### config.mk
export PLATFORM = sky130hd
export DESIGN_NAME = snsr_i2c_target
export DESIGN_NICKNAME = d
export VERILOG_FILES = /design/src/rtl/snsr_i2c_pkg.sv /design/src/rtl/i2c_line_sync.sv /design/src/rtl/snsr_regfile.sv /design/src/rtl/snsr_i2c_target.sv
export SDC_FILE = /design/constraint.sdc
export NUM_CORES = 1
export LEC_CHECK = 0
export BUFFER_PORTS_ARGS = -buffer_cell sky130_fd_sc_hd__buf_4
export CORE_AREA = 10 10 185 187
export CTS_CLUSTER_SIZE = 14
export DETAILED_ROUTE_END_ITERATION = 16
export DIE_AREA = 0 0 195 197
export PLACE_DENSITY = 0.44
export RECOVER_POWER = 25
export SKIP_CTS_REPAIR_TIMING = 1
export SYNTH_ARGS = -nofsm -noshare
export SYNTH_HDL_FRONTEND = slang
export SYNTH_SLANG_ARGS = --single-unit
### constraint.sdc
create_clock -name clk -period 9.4 [get_ports clk]
set_input_delay 0.47 -clock clk [delete_from_list [all_inputs] [get_ports clk]]
set_output_delay 0.47 -clock clk [all_outputs]
set_load 0.02 [all_outputs]
### src/rtl/snsr_i2c_pkg.sv
package snsr_i2c_pkg;
  localparam int SMP_W = 16;

  typedef enum logic [2:0] {
    ST_IDLE, ST_ADDR, ST_AACK, ST_WBYTE, ST_WACK, ST_RBYTE, ST_RACK, ST_WAIT
  } bus_st_t;

  localparam logic [7:0] REG_CFG_A      = 8'd0;
  localparam logic [7:0] REG_CFG_B      = 8'd1;
  localparam logic [7:0] REG_MODE       = 8'd2;
  localparam logic [7:0] REG_DATA_FIRST = 8'd3;
  localparam logic [7:0] REG_DATA_LAST  = 8'd8;

  // pointer step on a read: the data block wraps on itself
  function automatic logic [7:0] ptr_advance(input logic [7:0] p);
    return (p == REG_DATA_LAST) ? REG_DATA_FIRST : p + 8'd1;
  endfunction

  // byte index 0..5 of the data block: X hi, X lo, Z hi, Z lo, Y hi, Y lo
  function automatic logic [7:0] sample_byte(input logic [SMP_W-1:0] x,
                                             input logic [SMP_W-1:0] y,
                                             input logic [SMP_W-1:0] z,
                                             input logic [2:0] idx);
    case (idx)
      3'd0:    return x[15:8];
      3'd1:    return x[7:0];
      3'd2:    return z[15:8];
      3'd3:    return z[7:0];
      3'd4:    return y[15:8];
      3'd5:    return y[7:0];
      default: return 8'h00;
    endcase
  endfunction
endpackage

### src/rtl/i2c_line_sync.sv
module i2c_line_sync #(
  parameter int STAGES = 2
) (
  input  logic clk,
  input  logic rst_n,
  input  logic scl_i,
  input  logic sda_i,
  output logic scl_s,
  output logic sda_s,
  output logic scl_rise,
  output logic scl_fall,
  output logic bus_start,
  output logic bus_stop
);
  logic [STAGES-1:0] scl_chain, sda_chain;
  logic scl_q, sda_q;

  always_ff @(posedge clk or negedge rst_n) begin
    if (!rst_n) begin
      scl_chain <= '1;
      sda_chain <= '1;
      scl_q     <= 1'b1;
      sda_q     <= 1'b1;
    end else begin
      scl_chain <= {scl_chain[STAGES-2:0], scl_i};
      sda_chain <= {sda_chain[STAGES-2:0], sda_i};
      scl_q     <= scl_s;
      sda_q     <= sda_s;
    end
  end

  assign scl_s     = scl_chain[STAGES-1];
  assign sda_s     = sda_chain[STAGES-1];
  assign scl_rise  = scl_s & ~scl_q;
  assign scl_fall  = ~scl_s & scl_q;
  assign bus_start = scl_s & scl_q & sda_q & ~sda_s;
  assign bus_stop  = scl_s & scl_q & ~sda_q & sda_s;
endmodule

### src/rtl/snsr_regfile.sv
module snsr_regfile
  import snsr_i2c_pkg::*;
#(
  parameter logic [7:0] CFG_A_RST = 8'h10,
  parameter logic [7:0] CFG_B_RST = 8'h20,
  parameter logic [7:0] MODE_RST  = 8'h01
) (
  input  logic             clk,
  input  logic             rst_n,
  input  logic             wr_en,
  input  logic [7:0]       wr_addr,
  input  logic [7:0]       wr_data,
  input  logic             rd_ld,
  input  logic [7:0]       rd_addr,
  output logic [7:0]       rd_byte,
  input  logic             smp_valid,
  input  logic [SMP_W-1:0] smp_x,
  input  logic [SMP_W-1:0] smp_y,
  input  logic [SMP_W-1:0] smp_z,
  output logic [7:0]       cfg_a,
  output logic [7:0]       cfg_b,
  output logic [7:0]       mode
);
  logic [SMP_W-1:0] cur_x, cur_y, cur_z, pend_x, pend_y, pend_z;
  logic             pend_v;
  logic [7:0]       rd_mask, mask_nxt;
  logic             in_blk, blk_rd, blk_done, blk_busy;
  logic [2:0]       blk_idx;

  always_ff @(posedge clk or negedge rst_n) begin
    if (!rst_n) begin
      cfg_a <= CFG_A_RST;
      cfg_b <= CFG_B_RST;
      mode  <= MODE_RST;
    end else if (wr_en) begin
      case (wr_addr)
        REG_CFG_A: cfg_a <= wr_data;
        REG_CFG_B: cfg_b <= wr_data;
        REG_MODE:  mode  <= wr_data;
        default: ;
      endcase
    end
  end

  assign in_blk   = (rd_addr >= REG_DATA_FIRST) && (rd_addr <= REG_DATA_LAST);
  assign blk_idx  = 3'(rd_addr - REG_DATA_FIRST);
  assign blk_rd   = rd_ld && in_blk;

  always_comb begin
    mask_nxt = rd_mask;
    if (blk_rd) mask_nxt[blk_idx] = 1'b1;
  end

  assign blk_done = &mask_nxt[5:0];
  assign blk_busy = (rd_mask != 8'd0) || blk_rd;

  always_ff @(posedge clk or negedge rst_n) begin
    if (!rst_n) begin
      rd_mask <= '0;
      cur_x <= '0; cur_y <= '0; cur_z <= '0;
      pend_x <= '0; pend_y <= '0; pend_z <= '0;
      pend_v <= 1'b0;
    end else begin
      rd_mask <= blk_done ? 8'd0 : mask_nxt;
      if (smp_valid) begin
        if (blk_busy && !blk_done) begin
          pend_x <= smp_x; pend_y <= smp_y; pend_z <= smp_z;
          pend_v <= 1'b1;
        end else begin
          cur_x <= smp_x; cur_y <= smp_y; cur_z <= smp_z;
          pend_v <= 1'b0;
        end
      end else if (blk_done && pend_v) begin
        cur_x <= pend_x; cur_y <= pend_y; cur_z <= pend_z;
        pend_v <= 1'b0;
      end
    end
  end

  always_comb begin
    case (rd_addr)
      REG_CFG_A: rd_byte = cfg_a;
      REG_CFG_B: rd_byte = cfg_b;
      REG_MODE:  rd_byte = mode;
      default:   rd_byte = in_blk ? sample_byte(cur_x, cur_y, cur_z, blk_idx) : 8'h00;
    endcase
  end

  assert_data_frozen_R8: assert property (@(posedge clk) disable iff (!rst_n)
    (rd_mask != 8'd0 && !blk_done) |=> $stable({cur_x, cur_y, cur_z}));

  assert_pending_shown_R8: assert property (@(posedge clk) disable iff (!rst_n)
    (blk_done && pend_v && !smp_valid) |=> (cur_x == $past(pend_x) && cur_z == $past(pend_z)));

  assert_idle_update_R10: assert property (@(posedge clk) disable iff (!rst_n)
    (smp_valid && rd_mask == 8'd0 && !blk_rd) |=> (cur_y == $past(smp_y)));

  assert_mode_write_R5: assert property (@(posedge clk) disable iff (!rst_n)
    (wr_en && wr_addr == REG_MODE) |=> (mode == $past(wr_data)));
endmodule

### src/rtl/snsr_i2c_target.sv
module snsr_i2c_target
  import snsr_i2c_pkg::*;
#(
  parameter logic [6:0] DEV_ADDR    = 7'h1E,
  parameter int         SYNC_STAGES = 2,
  parameter logic [7:0] CFG_A_RST   = 8'h10,
  parameter logic [7:0] CFG_B_RST   = 8'h20,
  parameter logic [7:0] MODE_RST    = 8'h01
) (
  input  logic             clk,
  input  logic             rst_n,
  input  logic             scl_i,
  input  logic             sda_i,
  output logic             sda_oe,
  input  logic             smp_valid,
  input  logic [SMP_W-1:0] smp_x,
  input  logic [SMP_W-1:0] smp_y,
  input  logic [SMP_W-1:0] smp_z,
  output logic [7:0]       cfg_a_o,
  output logic [7:0]       cfg_b_o,
  output logic [7:0]       mode_o
);
  logic scl_s, sda_s, scl_rise, scl_fall, bus_start, bus_stop;
  bus_st_t    st;
  logic [3:0] bit_cnt;
  logic [7:0] shreg, tx, ptr, rd_byte;
  logic       is_read, first_wr, m_ack;
  logic       addr_hit, rd_ld, wr_en;

  i2c_line_sync #(.STAGES(SYNC_STAGES)) sync_i (
    .clk(clk), .rst_n(rst_n), .scl_i(scl_i), .sda_i(sda_i),
    .scl_s(scl_s), .sda_s(sda_s), .scl_rise(scl_rise), .scl_fall(scl_fall),
    .bus_start(bus_start), .bus_stop(bus_stop)
  );

  snsr_regfile #(.CFG_A_RST(CFG_A_RST), .CFG_B_RST(CFG_B_RST), .MODE_RST(MODE_RST)) regs_i (
    .clk(clk), .rst_n(rst_n),
    .wr_en(wr_en), .wr_addr(ptr), .wr_data(shreg),
    .rd_ld(rd_ld), .rd_addr(ptr), .rd_byte(rd_byte),
    .smp_valid(smp_valid), .smp_x(smp_x), .smp_y(smp_y), .smp_z(smp_z),
    .cfg_a(cfg_a_o), .cfg_b(cfg_b_o), .mode(mode_o)
  );

  // named events shared by the state machine, the register file and the assertions
  assign addr_hit = (shreg[7:1] == DEV_ADDR);
  assign rd_ld    = scl_fall && ((st == ST_AACK && is_read) || (st == ST_RACK && m_ack));
  assign wr_en    = scl_fall && (st == ST_WBYTE) && (bit_cnt == 4'd8) && !first_wr;

  always_ff @(posedge clk or negedge rst_n) begin
    if (!rst_n) begin
      st <= ST_IDLE; bit_cnt <= '0; shreg <= '0; tx <= '0;
      ptr <= REG_DATA_FIRST; is_read <= 1'b0; first_wr <= 1'b0;
      m_ack <= 1'b0; sda_oe <= 1'b0;
    end else if (bus_stop) begin
      st <= ST_IDLE; sda_oe <= 1'b0;
    end else if (bus_start) begin
      st <= ST_ADDR; bit_cnt <= '0; sda_oe <= 1'b0;
    end else if (rd_ld) begin
      tx <= rd_byte; ptr <= ptr_advance(ptr);
      sda_oe <= ~rd_byte[7]; bit_cnt <= '0; st <= ST_RBYTE;
    end else begin
      case (st)
        ST_ADDR, ST_WBYTE: begin
          if (scl_rise) begin
            shreg <= {shreg[6:0], sda_s};
            bit_cnt <= bit_cnt + 4'd1;
          end else if (scl_fall && bit_cnt == 4'd8) begin
            bit_cnt <= '0;
            if (st == ST_ADDR) begin
              if (addr_hit) begin
                st <= ST_AACK; sda_oe <= 1'b1;
                is_read <= shreg[0]; first_wr <= 1'b1;
              end else begin
                st <= ST_WAIT;
              end
            end else begin
              st <= ST_WACK; sda_oe <= 1'b1; first_wr <= 1'b0;
              ptr <= first_wr ? shreg : ptr + 8'd1;
            end
          end
        end
        ST_AACK, ST_WACK: if (scl_fall) begin
          sda_oe <= 1'b0; st <= ST_WBYTE;
        end
        ST_RBYTE: if (scl_fall) begin
          if (bit_cnt == 4'd7) begin
            bit_cnt <= '0; sda_oe <= 1'b0; st <= ST_RACK;
          end else begin
            bit_cnt <= bit_cnt + 4'd1;
            tx <= {tx[6:0], 1'b0};
            sda_oe <= ~tx[6];
          end
        end
        ST_RACK: begin
          if (scl_rise) m_ack <= ~sda_s;
          else if (scl_fall) st <= ST_WAIT;
        end
        default: ;
      endcase
    end
  end

  assert_drive_scl_low_R1: assert property (@(posedge clk) disable iff (!rst_n)
    !$stable(sda_oe) |-> !scl_s);

  assert_restart_decode_R2: assert property (@(posedge clk) disable iff (!rst_n)
    bus_start |=> (st == ST_ADDR && bit_cnt == 4'd0));

  assert_ack_drive_R4: assert property (@(posedge clk) disable iff (!rst_n)
    (st == ST_AACK || st == ST_WACK) |-> sda_oe);

  assert_ptr_wrap_R7: assert property (@(posedge clk) disable iff (!rst_n)
    (rd_ld && ptr == REG_DATA_LAST) |=> (ptr == REG_DATA_FIRST));

  assert_nack_release_R9: assert property (@(posedge clk) disable iff (!rst_n)
    (st == ST_WAIT) |-> !sda_oe);
endmodule

==> impl_metrics.env <==
export IMPL_grt_util_all_layers=0.119
export IMPL_setup_tns_ps=0
export IMPL_fmax_mhz=183
export IMPL_grt_first_pass_wirelength_um=36700
export IMPL_path_cells="clkbuf_1, clkbuf_1, buf_4"
export IMPL_final_area_um2=9660
export IMPL_antenna_diode_count=0
export IMPL_final_instance_count_excl_fill=1156
export IMPL_htree_levels=4
export IMPL_wl_per_cell_um=20.1
export IMPL_ys_seq_area_frac=0.524
export IMPL_p_leak_nw=4.19
export IMPL_synth_seq_cells=169
export IMPL_crit_required_ps=9860
export IMPL_violations="capacitance limit, slew limit"
export IMPL_critPathArrivalTime_ps=5930
export IMPL_grt_remaining_overflow=0
export IMPL_timing_final_hold_violations=0
export IMPL_placedCellCount=1124
export IMPL_yosysTopAreaCell="dfrtp_1"
export IMPL_start_util=0.266
export IMPL_finalSetupViolCount=0
export IMPL_drive_gt1_frac=0.287
export IMPL_die_area_um2=38400
export IMPL_clock_sinks=169
export IMPL_synth_edff_count=0
export IMPL_ys_top_cells_by_area="dfrtp_1 (49%), mux2_2 (8.6%), nand3b_1 (4.4%)"
export IMPL_preCtsSetupSlack_ps=5100
export IMPL_irDropWorstVdd_mv=0.119
export IMPL_finClkSkew_ps=16.1
export IMPL_synth_cells=693
export IMPL_core_um2=30400
export IMPL_slew_viol_final=115
export IMPL_dpl_cell_area_um2=9010
export IMPL_grt_pass1_vias=6080
export IMPL_die_w_um=195
export IMPL_dr_total_vias=5856
export IMPL_start_kind="primary input"
export IMPL_dr_pass1_iters=5
export IMPL_synthFlopType="dfrtp_1"
export IMPL_endpoint_kind="async pin"
export IMPL_cts_tree="yes"
export IMPL_grt_start_max_net_pins=59
export IMPL_synth_nets=753
export IMPL_slowest_stage="clkbuf_1"
export IMPL_rsz0062_at_grt="false"
export IMPL_avgSynthCellArea_um2=11.7
export IMPL_maxCapViolCount=2
export IMPL_detail_route_antenna_nets=0
export IMPL_worst_slack_ps=3930
export IMPL_powerDensity_nw_per_um2=220
export IMPL_die_h_um=197
export IMPL_final_period_minus_worst_setup_slack_ps=5470
export IMPL_via_per_inst=5.07
export IMPL_yosys_warnings=0
export IMPL_wirelength_um=23200
export IMPL_cp_common_cell="clkbuf_1"
export IMPL_outcome="complete, but fails checks"
export IMPL_cts_buffer_depth=2
export IMPL_antenna_found_initial=0
export IMPL_tightest_slew_ps=3150
export IMPL_hpwl_um=15500
export IMPL_cp_num_buf_inv=3
export IMPL_final_util=0.317
export IMPL_cp_max_fo=58
export IMPL_ys_types=61
export IMPL_post_route_period_util=0.582
export IMPL_slew_headroom=-1.10
export IMPL_gp_congestion=0.804
export IMPL_synth_area_um2=8100
export IMPL_drc=0
export IMPL_min_path_type="primary input to register"
export IMPL_critical_path_top_delay_family="buffers and inverters"
export IMPL_nNetsFinal=807
export IMPL_crit_path_max_incr_delay_ps=2360
export IMPL_cts_clk_slew_worst_paths_ps=60
export IMPL_synth_top_area_frac=0.488
export IMPL_fillers=3117
export IMPL_std_cell_rows=64
export IMPL_path_class="primary input to async pin"
export IMPL_io_pin_count=78
export IMPL_clock_latency_ps=430
export IMPL_detail_route_iter0_violations=583
export IMPL_syn_to_final_growth_pct=19.2
export IMPL_clockRootBuffer="clkbuf_16"
export IMPL_async_flop_share=1.00
export IMPL_cts_buffers_inserted=17
export IMPL_io_buffers=77
[flip-flops by register name (all words and copies together) (netlist names), 2 cells and up]
register,count
regs_i.cfg_b,8
sync_i.sda_chain,2
regs_i.cur_y,16
regs_i.cur_x,16
regs_i.cur_z,16
regs_i.pend_x,16
regs_i.rd_mask,8
sync_i.scl_chain,2
tx,7
regs_i.mode,8
regs_i.pend_y,16
st,3
regs_i.cfg_a,8
ptr,8
regs_i.pend_z,16
bit_cnt,4
shreg,8
[path summary, 6_finish.rpt]
kind	startpoint	to	slack (ps)	cells past startpoint
min reg2reg	sync_i.sda_chain[0]$_DFF_PN1_	sync_i.sda_chain[1]$_DFF_PN1_	350	0
min in group asynchronous	rst_n	bit_cnt[3]$_DFFE_PN0P_	1030	1
min	sda_i	sync_i.sda_chain[0]$_DFF_PN1_	140	1
max	rst_n	regs_i.rd_mask[3]$_DFF_PN0_	3930	3
max reg2reg	ptr[0]$_DFFE_PN1P_	regs_i.cur_y[11]$_DFFE_PN0P_	5070	11
max in group clk	ptr[0]$_DFFE_PN1P_	regs_i.cur_y[11]$_DFFE_PN0P_	5070	11
[metrics by stage]
step | total power [W] | hold slack [ps]
final | 0.00213 | 138
after global routing | 0.00225 | 130
after CTS | 0.00216 | 5.97
after detailed placement | 0.00134 | 348
after global placement | 0.00134 | 347
after floorplan | 0.00117 | 174
[layer usage]
layer | global-route usage | wire [um] | up-vias
met2 | 0.200 | 11700 | 123
met1 | 0.151 | 10300 | 2986
met5 | 0 | 0 | -
li1 | - | - | 2728
met4 | 0.0331 | 296 | 0
met3 | 0.0265 | 920 | 19
[worst reg2reg max path, stage by stage (launching register included)]
cell and delay [ps]:
dfstp_2 420, inv_1 170, ha_1 870, nand2b_1 220
a211oi_4 410, a32oi_1 150, a211o_1 350, o21ai_4 130
buf_4 510, o21a_1 240, buf_4 460, o221a_2 350
[cells by family after synthesis]
group	synth area share
flip-flops	0.524
multiplexers	0.125
AND/OR/NAND/NOR	0.123
XOR/XNOR	0.00525
adder cells (fa/ha/maj)	0.0108
AO/OA/AOI/OAI	0.174
buffers and inverters	0.0386
[layout make-up]
cell class / instances / area (um2) / area share
flip-flops and latches: 169 / 4240 / 0.439
multi-input cells: 458 / 3570 / 0.369
repair buffers: 86 / 634 / 0.0657
well taps: 396 / 495 / 0.0513
clock buffers: 18 / 429 / 0.0444
clock inverters: 14 / 234 / 0.0242
inverters: 15 / 56.3 / 0.00583
[layout by cell type (no fill, tap or decap), drive strengths merged, types with 9 or more instances in the layout]
master / n
mux2: 82
clkbuf: 22
nor2: 28
o21ai: 37
dfstp: 11
nand2: 55
inv: 21
a21oi: 21
o221a: 47
mux2i: 9
dfrtp: 158
a222oi: 13
buf: 82
nand3b: 47
[Yosys cell counts, types with 9 or more instances]
cell / count
dfrtp_1: 158
mux2_2: 62
nand2_1: 55
nand3b_1: 47
o21ai_0: 35
clkbuf_1: 31
nor2_1: 28
o221a_2: 25
o221a_1: 22
a21oi_1: 21
mux2_1: 20
inv_1: 15
a222oi_1: 13
dfstp_2: 11
mux2i_1: 9
[report_power, final]
group | internal, W | switching (W)
registers | 0.000803 | 0.0000883
clock network | 0.000480 | 0.000322
logic | 0.000173 | 0.000262
total | 0.00146 | 0.000672
(Power assumes the default switching activity.)
